===== src/rtl/irq_agg_pkg.sv =====
package irq_agg_pkg;

    localparam int unsigned REG_W = 32;

    // status bit positions
    localparam int unsigned B_WRRDY = 0;
    localparam int unsigned B_RDRDY = 1;
    localparam int unsigned B_DONE  = 2;
    localparam int unsigned B_ECCU  = 3;
    localparam int unsigned B_ECCC  = 4;
    localparam int unsigned B_DMAB  = 6;
    localparam int unsigned B_BUSE  = 7;

    // bits that exist in every register
    localparam logic [REG_W-1:0] LIVE_MASK  = 32'h0000_00DF;
    // bits of the status register recomputed from buffer level each cycle
    localparam logic [REG_W-1:0] LEVEL_MASK = 32'h0000_0003;
    // bits of the status register that latch event pulses
    localparam logic [REG_W-1:0] EVENT_MASK = LIVE_MASK & ~LEVEL_MASK;

    typedef enum logic [1:0] {
        SEL_STEN = 2'd0,
        SEL_SGEN = 2'd1,
        SEL_STAT = 2'd2,
        SEL_VOID = 2'd3
    } reg_sel_e;

    typedef struct packed {
        logic [REG_W-1:0] sten;
        logic [REG_W-1:0] sgen;
        logic [REG_W-1:0] stat;
    } irq_regs_t;

endpackage


===== src/rtl/irq_agg_ready.sv =====
module irq_agg_ready #(
    parameter int unsigned LVL_W = 16,
    parameter int unsigned PKT_W = 11
) (
    input  logic [LVL_W-1:0] fill_level,
    input  logic [LVL_W-1:0] buf_cap,
    input  logic [PKT_W-1:0] pkt_bytes,
    input  logic             narrow_cmd,
    input  logic [1:0]       ddr_sel,
    output logic             wr_rdy,
    output logic             rd_rdy
);

    localparam int unsigned CMP_W = ((LVL_W > PKT_W) ? LVL_W : PKT_W) + 1;

    logic [CMP_W-1:0] lvl_x;
    logic [CMP_W-1:0] cap_x;
    logic [CMP_W-1:0] pkt_x;
    logic [CMP_W-1:0] eff_x;
    logic [CMP_W-1:0] room_x;
    logic             halve;

    always_comb begin
        lvl_x  = CMP_W'(fill_level);
        cap_x  = CMP_W'(buf_cap);
        pkt_x  = CMP_W'(pkt_bytes);
        // DDR status/ID/feature transfers carry half the bytes per packet
        halve  = narrow_cmd && (ddr_sel != 2'b00);
        eff_x  = halve ? (pkt_x >> 1) : pkt_x;
        // an overfilled buffer has no room, never a wrapped difference
        room_x = (lvl_x > cap_x) ? '0 : (cap_x - lvl_x);
        wr_rdy = (room_x >= eff_x);
        rd_rdy = (eff_x != '0) && (lvl_x >= eff_x);
    end

endmodule


===== src/rtl/irq_agg_stat.sv =====
module irq_agg_stat
    import irq_agg_pkg::*;
(
    input  logic [REG_W-1:0] stat_q,
    input  logic [REG_W-1:0] sten_q,
    input  logic [REG_W-1:0] evt_vec,
    input  logic [REG_W-1:0] clr_vec,
    input  logic [REG_W-1:0] lvl_vec,
    output logic [REG_W-1:0] stat_d
);

    // reserved and unselected slices are intentionally dropped
    logic unused_slices;
    assign unused_slices = ^{stat_q, sten_q, evt_vec, clr_vec, lvl_vec};

    for (genvar i = 0; i < REG_W; i++) begin : g_bit
        if (!LIVE_MASK[i]) begin : g_rsvd
            assign stat_d[i] = 1'b0;
        end else if (LEVEL_MASK[i]) begin : g_level
            // recomputed each cycle, software writes do not stick
            assign stat_d[i] = sten_q[i] & lvl_vec[i];
        end else begin : g_event
            // sticky, set gated by enable, set beats clear
            assign stat_d[i] = (stat_q[i] & ~clr_vec[i]) | (evt_vec[i] & sten_q[i]);
        end
    end

endmodule


===== src/rtl/irq_agg_port.sv =====
module irq_agg_port
    import irq_agg_pkg::*;
(
    input  logic             acc_en,
    input  logic             acc_we,
    input  logic [1:0]       acc_sel,
    input  logic [REG_W-1:0] acc_wdata,
    input  irq_regs_t        regs_q,
    output logic             sten_wr,
    output logic             sgen_wr,
    output logic [REG_W-1:0] wr_val,
    output logic [REG_W-1:0] clr_vec,
    output logic [REG_W-1:0] rdata
);

    reg_sel_e sel;
    logic     wr;

    always_comb begin
        sel     = reg_sel_e'(acc_sel);
        wr      = acc_en && acc_we;
        // reserved bits never reach storage
        wr_val  = acc_wdata & LIVE_MASK;
        sten_wr = wr && (sel == SEL_STEN);
        sgen_wr = wr && (sel == SEL_SGEN);
        clr_vec = (wr && (sel == SEL_STAT)) ? (acc_wdata & EVENT_MASK) : '0;
        unique case (sel)
            SEL_STEN: rdata = regs_q.sten;
            SEL_SGEN: rdata = regs_q.sgen;
            SEL_STAT: rdata = regs_q.stat;
            default:  rdata = '0;
        endcase
    end

endmodule


===== src/rtl/irq_agg.sv =====
module irq_agg
    import irq_agg_pkg::*;
#(
    parameter int unsigned LVL_W = 16,
    parameter int unsigned PKT_W = 11
) (
    input  logic             clk,
    input  logic             rst_n,
    input  logic             acc_en,
    input  logic             acc_we,
    input  logic [1:0]       acc_sel,
    input  logic [31:0]      acc_wdata,
    output logic [31:0]      acc_rdata,
    input  logic             ev_xfer_done,
    input  logic             ev_ecc_uncorr,
    input  logic             ev_ecc_fixed,
    input  logic             ev_dma_bound,
    input  logic             ev_bus_err,
    input  logic [LVL_W-1:0] fill_level,
    input  logic [LVL_W-1:0] buf_cap,
    input  logic [PKT_W-1:0] pkt_bytes,
    input  logic             narrow_cmd,
    input  logic [1:0]       ddr_sel,
    output logic             irq_o
);

    irq_regs_t        regs_q;
    irq_regs_t        regs_d;
    logic             sten_wr;
    logic             sgen_wr;
    logic [REG_W-1:0] wr_val;
    logic [REG_W-1:0] clr_vec;
    logic [REG_W-1:0] evt_vec;
    logic [REG_W-1:0] lvl_vec;
    logic [REG_W-1:0] stat_nx;
    logic             wr_rdy;
    logic             rd_rdy;

    irq_agg_port u_port (
        .acc_en    (acc_en),
        .acc_we    (acc_we),
        .acc_sel   (acc_sel),
        .acc_wdata (acc_wdata),
        .regs_q    (regs_q),
        .sten_wr   (sten_wr),
        .sgen_wr   (sgen_wr),
        .wr_val    (wr_val),
        .clr_vec   (clr_vec),
        .rdata     (acc_rdata)
    );

    irq_agg_ready #(
        .LVL_W (LVL_W),
        .PKT_W (PKT_W)
    ) u_ready (
        .fill_level (fill_level),
        .buf_cap    (buf_cap),
        .pkt_bytes  (pkt_bytes),
        .narrow_cmd (narrow_cmd),
        .ddr_sel    (ddr_sel),
        .wr_rdy     (wr_rdy),
        .rd_rdy     (rd_rdy)
    );

    always_comb begin
        evt_vec         = '0;
        evt_vec[B_DONE] = ev_xfer_done;
        evt_vec[B_ECCU] = ev_ecc_uncorr;
        evt_vec[B_ECCC] = ev_ecc_fixed;
        evt_vec[B_DMAB] = ev_dma_bound;
        evt_vec[B_BUSE] = ev_bus_err;
        lvl_vec          = '0;
        lvl_vec[B_WRRDY] = wr_rdy;
        lvl_vec[B_RDRDY] = rd_rdy;
    end

    irq_agg_stat u_stat (
        .stat_q  (regs_q.stat),
        .sten_q  (regs_q.sten),
        .evt_vec (evt_vec),
        .clr_vec (clr_vec),
        .lvl_vec (lvl_vec),
        .stat_d  (stat_nx)
    );

    always_comb begin
        regs_d = regs_q;
        if (sten_wr) begin
            regs_d.sten = wr_val;
        end
        if (sgen_wr) begin
            regs_d.sgen = wr_val;
        end
        regs_d.stat = stat_nx;
    end

    always_ff @(posedge clk or negedge rst_n) begin
        if (!rst_n) begin
            regs_q <= '0;
        end else begin
            regs_q <= regs_d;
        end
    end

    // level output straight from the registers
    assign irq_o = |(regs_q.sgen & regs_q.stat);

endmodule


===== config.mk =====
export PLATFORM = sky130hd
export DESIGN_NAME = irq_agg
export DESIGN_NICKNAME = d
export VERILOG_FILES = /design/src/rtl/irq_agg_pkg.sv /design/src/rtl/irq_agg_ready.sv /design/src/rtl/irq_agg_stat.sv /design/src/rtl/irq_agg_port.sv /design/src/rtl/irq_agg.sv
export SDC_FILE = /design/constraint.sdc
export NUM_CORES = 1
export LEC_CHECK = 0
export ABC_AREA = 1
export BUFFER_PORTS_ARGS = -buffer_cell sky130_fd_sc_hd__clkbuf_2
export CORE_ASPECT_RATIO = 1.5
export CORE_MARGIN = 4
export CORE_UTILIZATION = 44
export CTS_CLUSTER_DIAMETER = 60
export CTS_CLUSTER_SIZE = 30
export DETAILED_ROUTE_END_ITERATION = 7
export GPL_TIMING_DRIVEN = 0
export PLACE_DENSITY_LB_ADDON = 0.15
export RECOVER_POWER = 50
export SLEW_MARGIN = 20
export SYNTH_ARGS = -nofsm -noshare
export SYNTH_HDL_FRONTEND = slang
export SYNTH_SLANG_ARGS = --single-unit

===== constraint.sdc =====
create_clock -name clk -period 1 [get_ports clk]
set_clock_uncertainty 0.05 [all_clocks]
set_input_delay 0.2 -clock clk [delete_from_list [all_inputs] [get_ports clk]]
set_output_delay 0.2 -clock clk [all_outputs]
set_load 0.01 [all_outputs]

Yosys cells after proc, flatten, opt, wreduce, memory -nomap -nowiden
Cells that the tools add are included.
Operators by class
  bitwise gates (word level): 23
  magnitude comparators: 3
  multiplexer cells: 4
  eq/ne operators: 2
  $add $sub $neg: 1
  reductions and logical operators: 10
Operators by type and width (count)
  $reduce_or A32 Y1: 1
  $pmux W8 S3: 1
  $ge A16 B17 Y1: 1
  $ge A17 B17 Y1: 1
  $mux W17: 1
  $reduce_bool A17 Y1: 1
  $sub A16 B16 Y17: 1
  $gt A16 B16 Y1: 1
  $and A1 B1 Y1: 12
  $mux W11: 1
  $and A8 B8 Y8: 1
  $mux W8: 1
  $logic_and A1 B1 Y1: 6
  $not A1 Y1: 5
  $or A1 B1 Y1: 5
  $eq A2 B1 Y1 const B: 1
  $eq A2 B2 Y1 const B: 1
  $logic_not A2 Y1: 1
  $reduce_bool A2 Y1: 1
Word-level totals
  input bits: 89
  bits in registers: 21
  output and inout port bits: 33
  logic and storage cells: 46

Depth between registers and ports, before layout
  depth after elaboration: 6
  gate-level depth with buffers: 20
  depth with buffers taken out: 20

Cells and area by module
From an unflattened synthesis, not the netlist that was laid out.
Second synthesis, totals
  cell total of the unflattened synthesis: 824
  area, all modules: 7083.0 µm²
By module, submodules not included
  irq_agg: area each 3731.1 µm², instances 1, cells an instance 232, seq. area each 2402.3 µm²
  irq_agg_ready: area each 1781.7 µm², instances 1, cells an instance 318, seq. area each 0.0 µm²
  irq_agg_port: area each 1288.7 µm², instances 1, cells an instance 224, seq. area each 0.0 µm²
  irq_agg_stat: area each 281.5 µm², instances 1, cells an instance 50, seq. area each 0.0 µm²

Least setup slack after synthesis
OpenSTA, ideal clock, no wires.
  kind: input to register
  start: in buf_cap[0]
  end: reg, netlist name regs_q[0]
  buffers on the path: 0
  arrival: 2302 ps
  path slack: -1429 ps
  stages on the path: 16
  data required time: 873 ps
  library setup time: 77 ps
  cells stage by stage: inv_1 ha_1 inv_1 fa_1 nand2_1 nand2_1 nand3b_1 nand2_1 a31oi_1 xor2_1 nor2_1 ha_1 nand2_1 o41ai_1 a31oi_1 a21oi_1
RTL lines
  start: declaration: line irq_agg.sv:20  | input logic [LVL_W-1:0] buf_cap,

==> metrics <==
Unique masters post-synth=34; number of iterations in the first detailed-routing pass=4; Antenna Cells=0; DRC viols=0; aggregate routed wire length=8.80 mm; adder-cell area share of the yosys netlist=17.4%; max capacitance violation total=0; reg-to-reg slack, setup=0.06 ns; most frequent cell on the critical path=nand2_2; number of levels in the clock H-tree=1; post-synthesis share of cell area spent on and, or, nand and nor gates=31.4%; violations in the final reports=setup timing; gate count after technology mapping=452; largest area contributor in the synthesized netlist=nand2_1; starting utilization of the core area=45.7%; outcome=finished, violations left; maximum ir drop on the vdd rail=0.000451 V; Relative slew margins=66.1%; Static Leakage=2.46 nW; proportion of netlist area held by the largest area contributor=19.7%; kind of start point of the critical path=primary input; count of synthesis-stage warnings from yosys=0; reg-to-reg critical path startpoint=regs_q[68]; maximum operating frequency=420 MHz; clock period minus final worst setup slack=2.38 ns; register area share after synthesis=18.5%; post-detailed-route via-to-cell ratio=4.87; worst path setup slack after routing=-1.38 ns; Final Util=72.1%; width of the chip=73.6 um; end point of the worst hold path=regs_q[6]; global-route met1 utilization=21.8%; buffers from clock root to sink, at most=2; grt total ovfl=0; Routed WL per cell=13.1 um; largest registers=regs_q (21); count of buffers from port buffering=71; fin crit share=238%; latest clock arrival within the worst-skew pair=0.26 ns; Max stage delay cell, worst path=o41ai_4; largest net degree at the start of global routing=22; global routing usage on met3=1.42%; post-placement cell count=621; xor and xnor area share after synthesis=2.47%; unrepaired setup endpoints after global routing=true; Worst Max-Slew Pin Slew=0.508 ns; core footprint=6220 sq um; Largest Register=regs_q; Setup Viol. Count Final=10; Die H=106 um; post-synthesis to final-layout area growth=57.8%; total power divided by cell area=965 nW/um^2; hold crit path type=primary input to flop; register clock-pin slew on the reported worst setup and hold paths=0.07 ns; cells along the critical path=clkbuf_16, inv_12, ha_4, inv_4, fa_2, nand2_2, nand2_1, nand3b_1, nand2_2, xnor2_2, nor2_2, ha_1, nand4_1, o41ai_4, a31oi_2, a21oi_2; critical path peak fanout=3; worst reg2reg path endpoint=regs_q[68]; final estimated routing congestion in global placement=0.899; DRT iter0 DRCs=95; GRT Resource Usage Total=21.1%; fraction of the mapped netlist area in compound gates=12.5%; GR met2 Demand/Resource=42.4%; start-to-end type of the worst setup path=primary input to flop; arrival time at the worst endpoint=2.52 ns; HPWL after detailed placement=6.53 mm; Seq cells post-synth=21; most instantiated flip-flop cell in the synthesis netlist=dfrtp_1; number of placed I/O pins=122; CTS root buf=clkbuf_8; hold path start=ev_dma_bound; number of global-route vias before repair=3111; max reg flops=21; Post-synth EDFFs=0; sink count of the clock tree=21; Worst Reg-to-Reg Cells=4; main combinational cell family by area after synthesis=simple AND/OR/NAND/NOR gates; Most Crowded Layer GR=met2; antenna violations before repair=0; first-pass GRT wire length=13.3 mm; Total Negative Setup Slacks=-4.13 ns; Row Count=35; Max stage delay on crit path=0.39 ns; multiplexer area fraction after synthesis=1.06%; Layout Cells excl Fill=673; detailed-route via count=3276; fraction of layout instances using a drive strength above 1=41.9%; post-synthesis instance area=2840 sq um; largest cells by area after synthesis=nand2_1 20%, dfrtp_1 19%, ha_1 17%; average instance area after synthesis=6.28 sq um; endpoint type of the worst setup path=flop; data required time of the worst path=1.15 ns; post-detailed-route count of antenna-violating nets=0; number of stages on the worst hold path=3; Final Hold Violating Endpoints=0; clock tree from TritonCTS=done; total count of max-transition violations in the final report=0; TritonCTS Buffers=3; DIE AREA=7830 sq um; final net count=728; asr flop ratio synth=100%
routing by layer:
| layer | part of all wire (%) | vias to the layer above |
|---|---|---|
| met4 | 1.5 | 0 |
| met1 | 37 | 1500 |
| met5 | 0 | - |
| li1 | - | 1694 |
| met3 | 3.1 | 13 |
| met2 | 59 | 69 |
report_power, final:
part           total, mW  switching, mW  internal [mW]
Clock              0.554          0.276          0.278
Combinational       2.65           1.37           1.29
Sequential          1.12          0.113           1.01
Total               4.32           1.76           2.57
synth_stat cells, types with 2 or more instances:
cell	number
inv_1	69
a31oi_1	4
a21oi_1	22
nor2_1	33
nand3b_1	2
xnor2_1	4
dfrtp_1	21
nand3_1	22
xor2_1	4
nand4_1	7
nand2_1	149
o21ai_0	27
nor3_1	3
clkbuf_1	2
buf_4	25
ha_1	38
mux2i_1	3
critical path, delay by kind of cell:
family / cells / cell delay [ns]
compound gates: 3 / 0.59
xor+xnor: 1 / 0.15
fa+ha+maj: 3 / 0.81
buf+inv: 3 / 0.21
simple gates: 6 / 0.57
stage by stage:
stage,hold WS (ns),area (sq um),total power [mW],setup WS [ns]
floorplan,-0.146,3140,2.45,-1.29
CTS,0.0800,4090,3.92,-1.36
global placement,0.144,3590,2.96,-1.78
global route,0.0946,4480,4.68,-1.51
detailed placement,0.154,3590,3.00,-1.81
finish,0.0865,4480,4.32,-1.38
placed cells by master, fill, tap and decap left out, types with 3 or more instances in the layout:
master	n
nand3_1	17
o21ai_1	9
a21oi_2	8
clkbuf_2	56
nand3_2	5
xnor2_1	3
o21ai_0	16
xor2_1	4
inv_4	8
nor3_1	3
buf_4	69
a21oi_4	3
conb_1	25
ha_4	18
ha_1	20
inv_1	51
nand2_1	124
dfrtp_1	21
nor2_1	24
nor2_2	4
nor2_4	5
inv_2	10
clkbuf_8	4
a21oi_1	11
buf_8	3
buf_6	13
nand2_2	18
nand2_4	8
nand4_1	7
what timing repair did:
action,in CTS,in global routing
endpoints found under the setup margin,23,25
endpoints found under the hold margin,21,0
gates resized for setup,46,93
pin swaps,42,51
hold buffers,1,0
setup buffers,34,12
gates cloned,2,0
worst max-delay path by stage:
stage,from,endpoint,slack [ns],cells after the start
3_5_place_dp,fill_level[2],regs_q[0],-1.81,20
4_1_cts,buf_cap[0],regs_q[0],-1.36,17
3_3_place_gp,fill_level[2],regs_q[0],-1.78,20
2_1_floorplan,buf_cap[0],regs_q[0],-1.29,16
6_report,buf_cap[0],regs_q[0],-1.38,16
5_1_grt,fill_level[6],regs_q[0],-1.51,20
final cells by class:
type | count | area (sq um)
sequential | 21 | 526
tap | 74 | 92.6
clock inverter | 1 | 5.00
timing repair buffer | 118 | 840
timing repair inverter | 1 | 7.51
inverter | 70 | 295
clock buffer | 3 | 41.3
fill | 512 | 1740
buffer | 28 | 209
multi-input combinational | 357 | 2460
cell families (layout without fill, tap and decap cells):
| kind of cell | count (synthesis) | in the layout |
|---|---|---|
| other cells | 1 | 25 |
| compound gates | 62 | 62 |
| xor+xnor | 8 | 8 |
| simple gates | 220 | 220 |
| mux | 3 | 3 |
| flops | 21 | 21 |
| fa+ha+maj | 39 | 39 |
| buf+inv | 98 | 221 |
No activity file was read; power rests on OpenSTA's default activity.
